==> src/rtl/tmr_presc_pkg.sv <==
package tmr_presc_pkg;

    localparam int SEL_W  = 3;
    localparam int MODE_W = 2;
    localparam int CNT_W  = 10;

    typedef enum logic [MODE_W-1:0] {
        SYNC_BASE    = 2'd0,
        SYNC_TICK    = 2'd1,
        SYNC_RESTART = 2'd2,
        SYNC_RSVD    = 2'd3
    } sync_mode_e;

    // Terminal count (ratio minus one) for a select value.
    function automatic logic [CNT_W-1:0] term_of(input logic [SEL_W-1:0] sel);
        int unsigned sh;
        logic [CNT_W:0] full;
        case (sel)
            3'd0:    sh = 0;
            3'd1:    sh = 1;
            3'd2:    sh = 2;
            3'd3:    sh = 3;
            3'd4:    sh = 4;
            3'd5:    sh = 6;
            3'd6:    sh = 8;
            default: sh = 10;
        endcase
        full = (CNT_W+1)'(1) << sh;
        return CNT_W'(full - (CNT_W+1)'(1));
    endfunction

endpackage

==> src/rtl/tmr_presc_div.sv <==
module tmr_presc_div
    import tmr_presc_pkg::*;
(
    input  logic             clk,
    input  logic             rst_n,
    input  logic             enable,
    input  logic [SEL_W-1:0] div_sel,
    input  logic             restart,
    output logic             tick
);

    typedef struct packed {
        logic [CNT_W-1:0] cnt;
    } div_st_t;

    div_st_t st_d, st_q;
    logic [CNT_W-1:0] term;

    always_comb begin
        st_d = st_q;
        term = term_of(div_sel);
        // >= so a ratio lowered mid-count wraps at once
        tick = enable && (st_q.cnt >= term);
        if (!enable || restart || tick) begin
            st_d.cnt = '0;
        end else begin
            st_d.cnt = st_q.cnt + CNT_W'(1);
        end
    end

    always_ff @(posedge clk or negedge rst_n) begin
        if (!rst_n) begin
            st_q <= '0;
        end else begin
            st_q <= st_d;
        end
    end

endmodule

==> src/rtl/tmr_retrig_sync.sv <==
module tmr_retrig_sync
    import tmr_presc_pkg::*;
(
    input  logic              clk,
    input  logic              rst_n,
    input  logic              enable,
    input  logic              retrig,
    input  logic [MODE_W-1:0] sync_mode,
    input  logic              tick,
    output logic              reload,
    output logic              restart
);

    typedef struct packed {
        logic pending;
    } rt_st_t;

    rt_st_t     st_d, st_q;
    sync_mode_e mode;

    always_comb begin
        st_d    = st_q;
        mode    = sync_mode_e'(sync_mode);
        reload  = 1'b0;
        restart = 1'b0;
        case (mode)
            SYNC_TICK: begin
                reload       = enable && tick && (st_q.pending || retrig);
                st_d.pending = enable && (st_q.pending || retrig) && !reload;
            end
            SYNC_RESTART: begin
                reload       = enable && retrig;
                restart      = enable && retrig;
                st_d.pending = 1'b0;
            end
            default: begin
                reload       = enable && retrig;
                st_d.pending = 1'b0;
            end
        endcase
    end

    always_ff @(posedge clk or negedge rst_n) begin
        if (!rst_n) begin
            st_q <= '0;
        end else begin
            st_q <= st_d;
        end
    end

endmodule

==> src/rtl/tmr_lock_flag.sv <==
module tmr_lock_flag (
    input  logic clk,
    input  logic rst_n,
    input  logic enable,
    input  logic auto_lock,
    input  logic ovf_evt,
    input  logic retrig,
    input  logic lock_clr,
    output logic lock_upd
);

    typedef struct packed {
        logic lock;
    } lk_st_t;

    lk_st_t st_d, st_q;
    logic   set_ev;

    always_comb begin
        st_d   = st_q;
        set_ev = enable && auto_lock && (ovf_evt || retrig);
        if (set_ev) begin
            st_d.lock = 1'b1;
        end else if (lock_clr) begin
            st_d.lock = 1'b0;
        end
        lock_upd = st_q.lock;
    end

    always_ff @(posedge clk or negedge rst_n) begin
        if (!rst_n) begin
            st_q <= '0;
        end else begin
            st_q <= st_d;
        end
    end

endmodule

==> src/rtl/tmr_prescale_sync.sv <==
module tmr_prescale_sync
    import tmr_presc_pkg::*;
(
    input  logic              clk,
    input  logic              rst_n,
    input  logic              enable,
    input  logic [SEL_W-1:0]  div_sel,
    input  logic [MODE_W-1:0] sync_mode,
    input  logic              retrig,
    input  logic              ovf_evt,
    input  logic              auto_lock,
    input  logic              lock_clr,
    output logic              tick,
    output logic              reload,
    output logic              lock_upd
);

    logic restart;

    tmr_presc_div u_div (
        .clk     (clk),
        .rst_n   (rst_n),
        .enable  (enable),
        .div_sel (div_sel),
        .restart (restart),
        .tick    (tick)
    );

    tmr_retrig_sync u_rt (
        .clk       (clk),
        .rst_n     (rst_n),
        .enable    (enable),
        .retrig    (retrig),
        .sync_mode (sync_mode),
        .tick      (tick),
        .reload    (reload),
        .restart   (restart)
    );

    tmr_lock_flag u_lock (
        .clk       (clk),
        .rst_n     (rst_n),
        .enable    (enable),
        .auto_lock (auto_lock),
        .ovf_evt   (ovf_evt),
        .retrig    (retrig),
        .lock_clr  (lock_clr),
        .lock_upd  (lock_upd)
    );

endmodule

==> config.mk <==
export PLATFORM = sky130hd
export DESIGN_NAME = tmr_prescale_sync
export DESIGN_NICKNAME = d
export VERILOG_FILES = /design/src/rtl/tmr_presc_pkg.sv /design/src/rtl/tmr_presc_div.sv /design/src/rtl/tmr_retrig_sync.sv /design/src/rtl/tmr_lock_flag.sv /design/src/rtl/tmr_prescale_sync.sv
export SDC_FILE = /design/constraint.sdc
export NUM_CORES = 1
export LEC_CHECK = 0
export BUFFER_PORTS_ARGS = -buffer_cell sky130_fd_sc_hd__buf_2
export CAP_MARGIN = 20
export CORE_MARGIN = 5
export CORE_UTILIZATION = 45
export CTS_CLUSTER_SIZE = 20
export DETAILED_ROUTE_END_ITERATION = 16
export GPL_ROUTABILITY_DRIVEN = 0
export PLACE_DENSITY = 0.65
export SETUP_SLACK_MARGIN = 0.3
export SYNTH_ARGS = -nofsm -noshare
export SYNTH_HDL_FRONTEND = slang
export SYNTH_SLANG_ARGS = --single-unit
==> constraint.sdc <==
create_clock -name clk -period 3.4 [get_ports clk]
set_input_delay 0.34 -clock clk [delete_from_list [all_inputs] [get_ports clk]]
set_output_delay 0.34 -clock clk [all_outputs]
set_load 0.03 [all_outputs]
* Word level (Yosys, flattened, before mapping)
Index checks and enable logic that the tools add are counted.
Word-level totals: memory bits (writable) 0, bits of input ports 12, bits in latches 0, word-level logic and storage cells 38, memories 0, ROM bits 0, register bits 12, output and inout port bits 3
Cells by class: shift-type cells 1, reductions and logical operators 16, bitwise gates (word level) 0, div/mod/pow operators 0, $add $sub $neg 2, multiply operators 0, equal/unequal tests 8, order comparisons 1, multiplexer cells 7
Operators with widths (count):
- 4-bit case mux with 7 select lines | 1
- 10-bit by 1-bit adder with 10-bit output, second input constant | 1
- 10-bit greater-or-equal comparator | 1
- 10-bit 2-to-1 mux | 1
- 1-bit by 4-bit << shifter with 10-bit output, first input constant | 1
- 10-bit by 1-bit subtractor with 10-bit output, second input constant | 1
- 3-bit == test, second input constant | 3
- 1-bit logical AND | 8
- 3-bit by 2-bit == test with 1-bit output, second input constant | 2
- 1-bit 2-to-1 mux | 5
- 1-bit logical OR | 4
- 3-bit by 1-bit == test with 1-bit output, second input constant | 1
- 3-bit logical NOT | 1
- 2-bit by 1-bit == test with 1-bit output, second input constant | 1
- 2-bit == test, second input constant | 1
- 1-bit logical NOT | 2
- 2-bit nonzero test | 1

* Logic depth before layout (Yosys ltp)
word-level depth 11, mapped depth 8, mapped depth without buffers 6

* Hierarchy
A second synthesis with hierarchy kept.
Unflattened totals: cell total of the unflattened synthesis 102, area, all modules 954.7 µm²
Modules (own cells, without submodules):
- tmr_presc_div | area each 834.6 µm², instances 1, seq. area each 250.2 µm², cells each 91
- tmr_retrig_sync | area each 73.8 µm², instances 1, seq. area each 25.0 µm², cells each 7
- tmr_lock_flag | area each 46.3 µm², instances 1, seq. area each 25.0 µm², cells each 4

* Worst setup path before layout
OpenSTA, ideal clock, no wires.
kind input to output, start input div_sel[2], end output reload, path slack 0.945 ns, arrival time 2.115 ns, data required time 3.060 ns, stages on the path 7, cell sequence clkbuf_1 or3_1 ha_1 or3b_1 o2111ai_2 o22ai_2 o311a_1
On the way: word-level cells in the longest chain between the ends 9
RTL lines:
- start, declared | line tmr_prescale_sync.sv:7 | input logic [SEL_W-1:0] div_sel,
- 3-bit == test (tied with other cells) | line tmr_presc_pkg.sv:18 | case (sel)
- 4-bit case mux with 7 select lines * | line tmr_presc_pkg.sv:18
- 1-bit by 4-bit << shifter with 10-bit output * | line tmr_presc_pkg.sv:28 | full = (CNT_W+1)'(1) << sh;
- 10-bit by 1-bit subtractor with 10-bit output * | line tmr_presc_pkg.sv:29 | return CNT_W'(full - (CNT_W+1)'(1));
- 10-bit greater-or-equal comparator * | line tmr_presc_div.sv:23 | tick = enable && (st_q.cnt >= term);
- 1-bit logical AND * | line tmr_presc_div.sv:23
- 1-bit logical AND * (2 in series) | line tmr_retrig_sync.sv:28 | reload = enable && tick && (st_q.pending || retrig);
- 1-bit 2-to-1 mux *
- end, declared | line tmr_prescale_sync.sv:14 | output logic reload,
Every way passes the cells marked *; elsewhere a longest branch is shown, timed or not.

* Worst setup path in the final report
start register u_div.st_q[7] (netlist name), end output reload
On the way: word-level cells in the longest chain between the ends 5
RTL lines:
- start, declared | line tmr_presc_div.sv:16 | div_st_t st_d, st_q;
- start signal, assigned | line tmr_presc_div.sv:35 | st_q <= st_d;
- 10-bit greater-or-equal comparator | line tmr_presc_div.sv:23
- 1-bit logical AND | line tmr_presc_div.sv:23
- 1-bit logical AND (2 in series) | line tmr_retrig_sync.sv:28
- 1-bit 2-to-1 mux
No other way between the ends.

==> flow_metrics.env <==
export IMPL_setup_worst_path_start_class="register"
export IMPL_postRouteAntennaNets=0
export IMPL_layout_min_cycle_time_ns=2.87
export IMPL_via_count=727
export IMPL_row_count=16
export IMPL_drive_above_1_share=0.273
export IMPL_drcViolationCount=0
export IMPL_die_width_um=55.1
export IMPL_firstDrtPassIters=4
export IMPL_critical_path_arrival_ns=2.53
export IMPL_first_pass_grt_wire_length_mm=2.95
export IMPL_resize_count_post_cts=0
export IMPL_post_drt_wl_per_cell_um=12.5
export IMPL_avgSynthCellArea_um2=9.73
export IMPL_place_port_buffers=14
export IMPL_run_status="complete, no violations"
export IMPL_cp_num_buf_inv=1
export IMPL_total_leakage_power_uw=0.000471
export IMPL_post_dp_hpwl_mm=1.39
export IMPL_final_setup_skew_ns=0.00468
export IMPL_clock_sinks=12
export IMPL_normalized_max_slew_margin=0.487
export IMPL_die_ar_um2=3030
export IMPL_die_height_um=55.1
export IMPL_multi_input_comb_area_um2=569
export IMPL_synth_fp_nets=117
export IMPL_setup_violations_final=0
export IMPL_clk_insertion_delay_late_ns=0.27
export IMPL_global_route_usage_sum=0.136
export IMPL_r2r_setup_slack_ns=1.31
export IMPL_worst_path_max_fanout=13
export IMPL_synth_sequential_area_ratio=0.328
export IMPL_cpLargestDelayFamily="compound AO/OA/AOI/OAI gates"
export IMPL_timing_final_ws_setup_ns=0.532
export IMPL_intPower_uw=235
export IMPL_post_synth_arst_share=1.00
export IMPL_p_comb_frac=0.174
export IMPL_final_period_utilization=0.843
export IMPL_floorplan_initialDensity=0.471
export IMPL_sw_share=0.260
export IMPL_ctsLongestPathBuffers=2
export IMPL_cts_htree_levels=1
export IMPL_design_power_total_uw=317
export IMPL_flow_area_growth_from_synthesis_pct=14.0
export IMPL_antennaDiodeCount=0
export IMPL_power_share_clock=0.347
export IMPL_yosys_register_bits=12
export IMPL_endpoint_kind="output pin"
export IMPL_vias_in_the_first_global_route=670
export IMPL_finalHoldViolations=0
export IMPL_transition_time_at_the_pin_with_the_least_slew_margin_ns=0.770
export IMPL_category_of_the_most_critical_setup_path="register to output pin"
export IMPL_placedCellCount=132
export IMPL_final_slew_viol_count=0
export IMPL_fin_tns_setup_ns=0
export IMPL_fmaxAchievable_mhz=349
export IMPL_ir_drop_mv=0.250
export IMPL_critical_path_slowest_cell="o22ai_2"
export IMPL_timing_critical_path_slowest_cell_delay_ns=0.65
export IMPL_synth_top_flop_cell="dfrtp_1"
export IMPL_cts_tree="built"
export IMPL_postLayoutCoreUtil=0.537
export IMPL_synth_edff_count=0
export IMPL_postCtsSetupBuffers=0
export IMPL_post_synth_instance_area_um2=915
export IMPL_fill_cells=204
export IMPL_cts_root_buffer="clkbuf_4"
export IMPL_final_cell_count_no_fill=137
export IMPL_numCtsBuffers=3
export IMPL_commonest_cells_in_the_synthesized_netlist="dfrtp_1, ha_1, nor3_2"
export IMPL_worst_ep_required_time_ns=3.06
export IMPL_synthesis_instances=94
export IMPL_design_final_nets=134
export IMPL_antenna_found_initial=0
export IMPL_num_io_pins=15
export IMPL_cell_with_the_most_instances_after_synthesis="dfrtp_1"
export IMPL_drt_vias_per_instance=5.31
export IMPL_synth_top_cells_by_area="dfrtp_1, ha_1, nor3_2"
export IMPL_synth_top_area_cell="dfrtp_1"
export IMPL_netlist_area_leader_share=0.328
export IMPL_area_sequential_um2=300
export IMPL_total_switching_power_uw=82.5
export IMPL_worstHoldPathType="input port to register"
export IMPL_cell_chain_critical_path="ha_1, nand4_1, or2_1, o22ai_2, o311a_1, buf_2"
export IMPL_maximum_number_of_pins_on_one_net_before_global_route_repair=14
export IMPL_drt_first_iter_violations=11
export IMPL_p_seq_frac=0.479
export IMPL_synth_yosys_warnings=0
export IMPL_clk_pin_slew_ns=0.07
export IMPL_core_region_area_um2=1940
export IMPL_postRouteWirelength_mm=1.72
export IMPL_global_route_overflow_total=0
export IMPL_rsz_0062_raised_after_global_routing="no"
export IMPL_yosysUniqueCellTypes=31
export IMPL_dpl_worst_slack_ns=0.568
export IMPL_timing_max_cap_violations=0
export IMPL_power_density_nw_per_um2=304
==> power groups by stage <==
stage               combinational (µW)  clock (µW)  sequential (µW)
global route                      62.3         122              152
floorplan                         34.6           0              156
finish                            55.2         110              152
CTS                               56.2         114              152
global placement                  53.2           0              154
detailed placement                54.7           0              154
==> state kept, by name, summed over array words and instances (netlist names) <==
register	flops
u_lock.lock_upd	1
u_rt.st_q	1
u_div.st_q	10
==> layout by cell type, fill, tap and decap left out, types with 2 or more instances in the layout <==
cell type and instances:
xor2_1 2, nand2_1 6, ha_1 11, buf_2 14, dfrtp_1 12, nor2_1 4
nand3_1 5, clkbuf_4 3, inv_1 6, nor3_2 10, nand4_1 2, a21oi_1 5
o21ai_0 4, o21bai_1 2, xnor2_1 6, nor4_1 2
==> layer usage <==
| layer | global-route usage | part of all wire |
|---|---|---|
| met5 | 0 | 0 |
| met4 | 0.0729 | 0.0087 |
| met3 | 0.0161 | 0.024 |
| met1 | 0.180 | 0.48 |
| met2 | 0.215 | 0.48 |
==> metrics by stage <==
step	instance area, µm²	hold WS [ns]
global placement	996	0.226
CTS	1040	0.259
floorplan	915	0.0444
detailed placement	996	0.227
finish	1040	0.260
global route	1040	0.262
==> repair_timing <==
action	in CTS	in global routing
hold buffers	1	0
setup endpoints to repair	0	0
endpoints found under the hold margin	12	0
==> cell families after synthesis <==
| logic type | Yosys count | share of synthesized area |
|---|---|---|
| DFF | 12 | 0.328 |
| AOI/OAI and AO/OA | 18 | 0.140 |
| buffers and inverters | 9 | 0.0492 |
| xor gates and xnor gates | 8 | 0.0766 |
| and+or+nand+nor | 36 | 0.256 |
| adders and majority gates | 11 | 0.150 |
==> final cells by class <==
| cell class | count | share of cell area |
|---|---|---|
| Clock buffer | 4 | 0.0348 |
| Inverter | 6 | 0.0216 |
| Multi-Input combinational cell | 73 | 0.546 |
| Sequential cell | 12 | 0.288 |
| Tap cell | 27 | 0.0324 |
| Timing Repair Buffer | 15 | 0.0768 |
==> path summary, 6_finish.rpt <==
check / from / end / cells past startpoint
min in group asynchronous: rst_n / u_div.st_q[0] / 2
worst min-delay path: lock_clr / u_lock.lock_upd / 2
worst max-delay path: u_div.st_q[7] / reload / 6
worst min register to register: u_div.st_q[0] / u_div.st_q[0] / 1
max in group asynchronous: rst_n / u_div.st_q[8] / 2
worst max register to register: u_div.st_q[7] / u_rt.st_q / 5
Note: power is estimated with default switching activity, not from simulation.
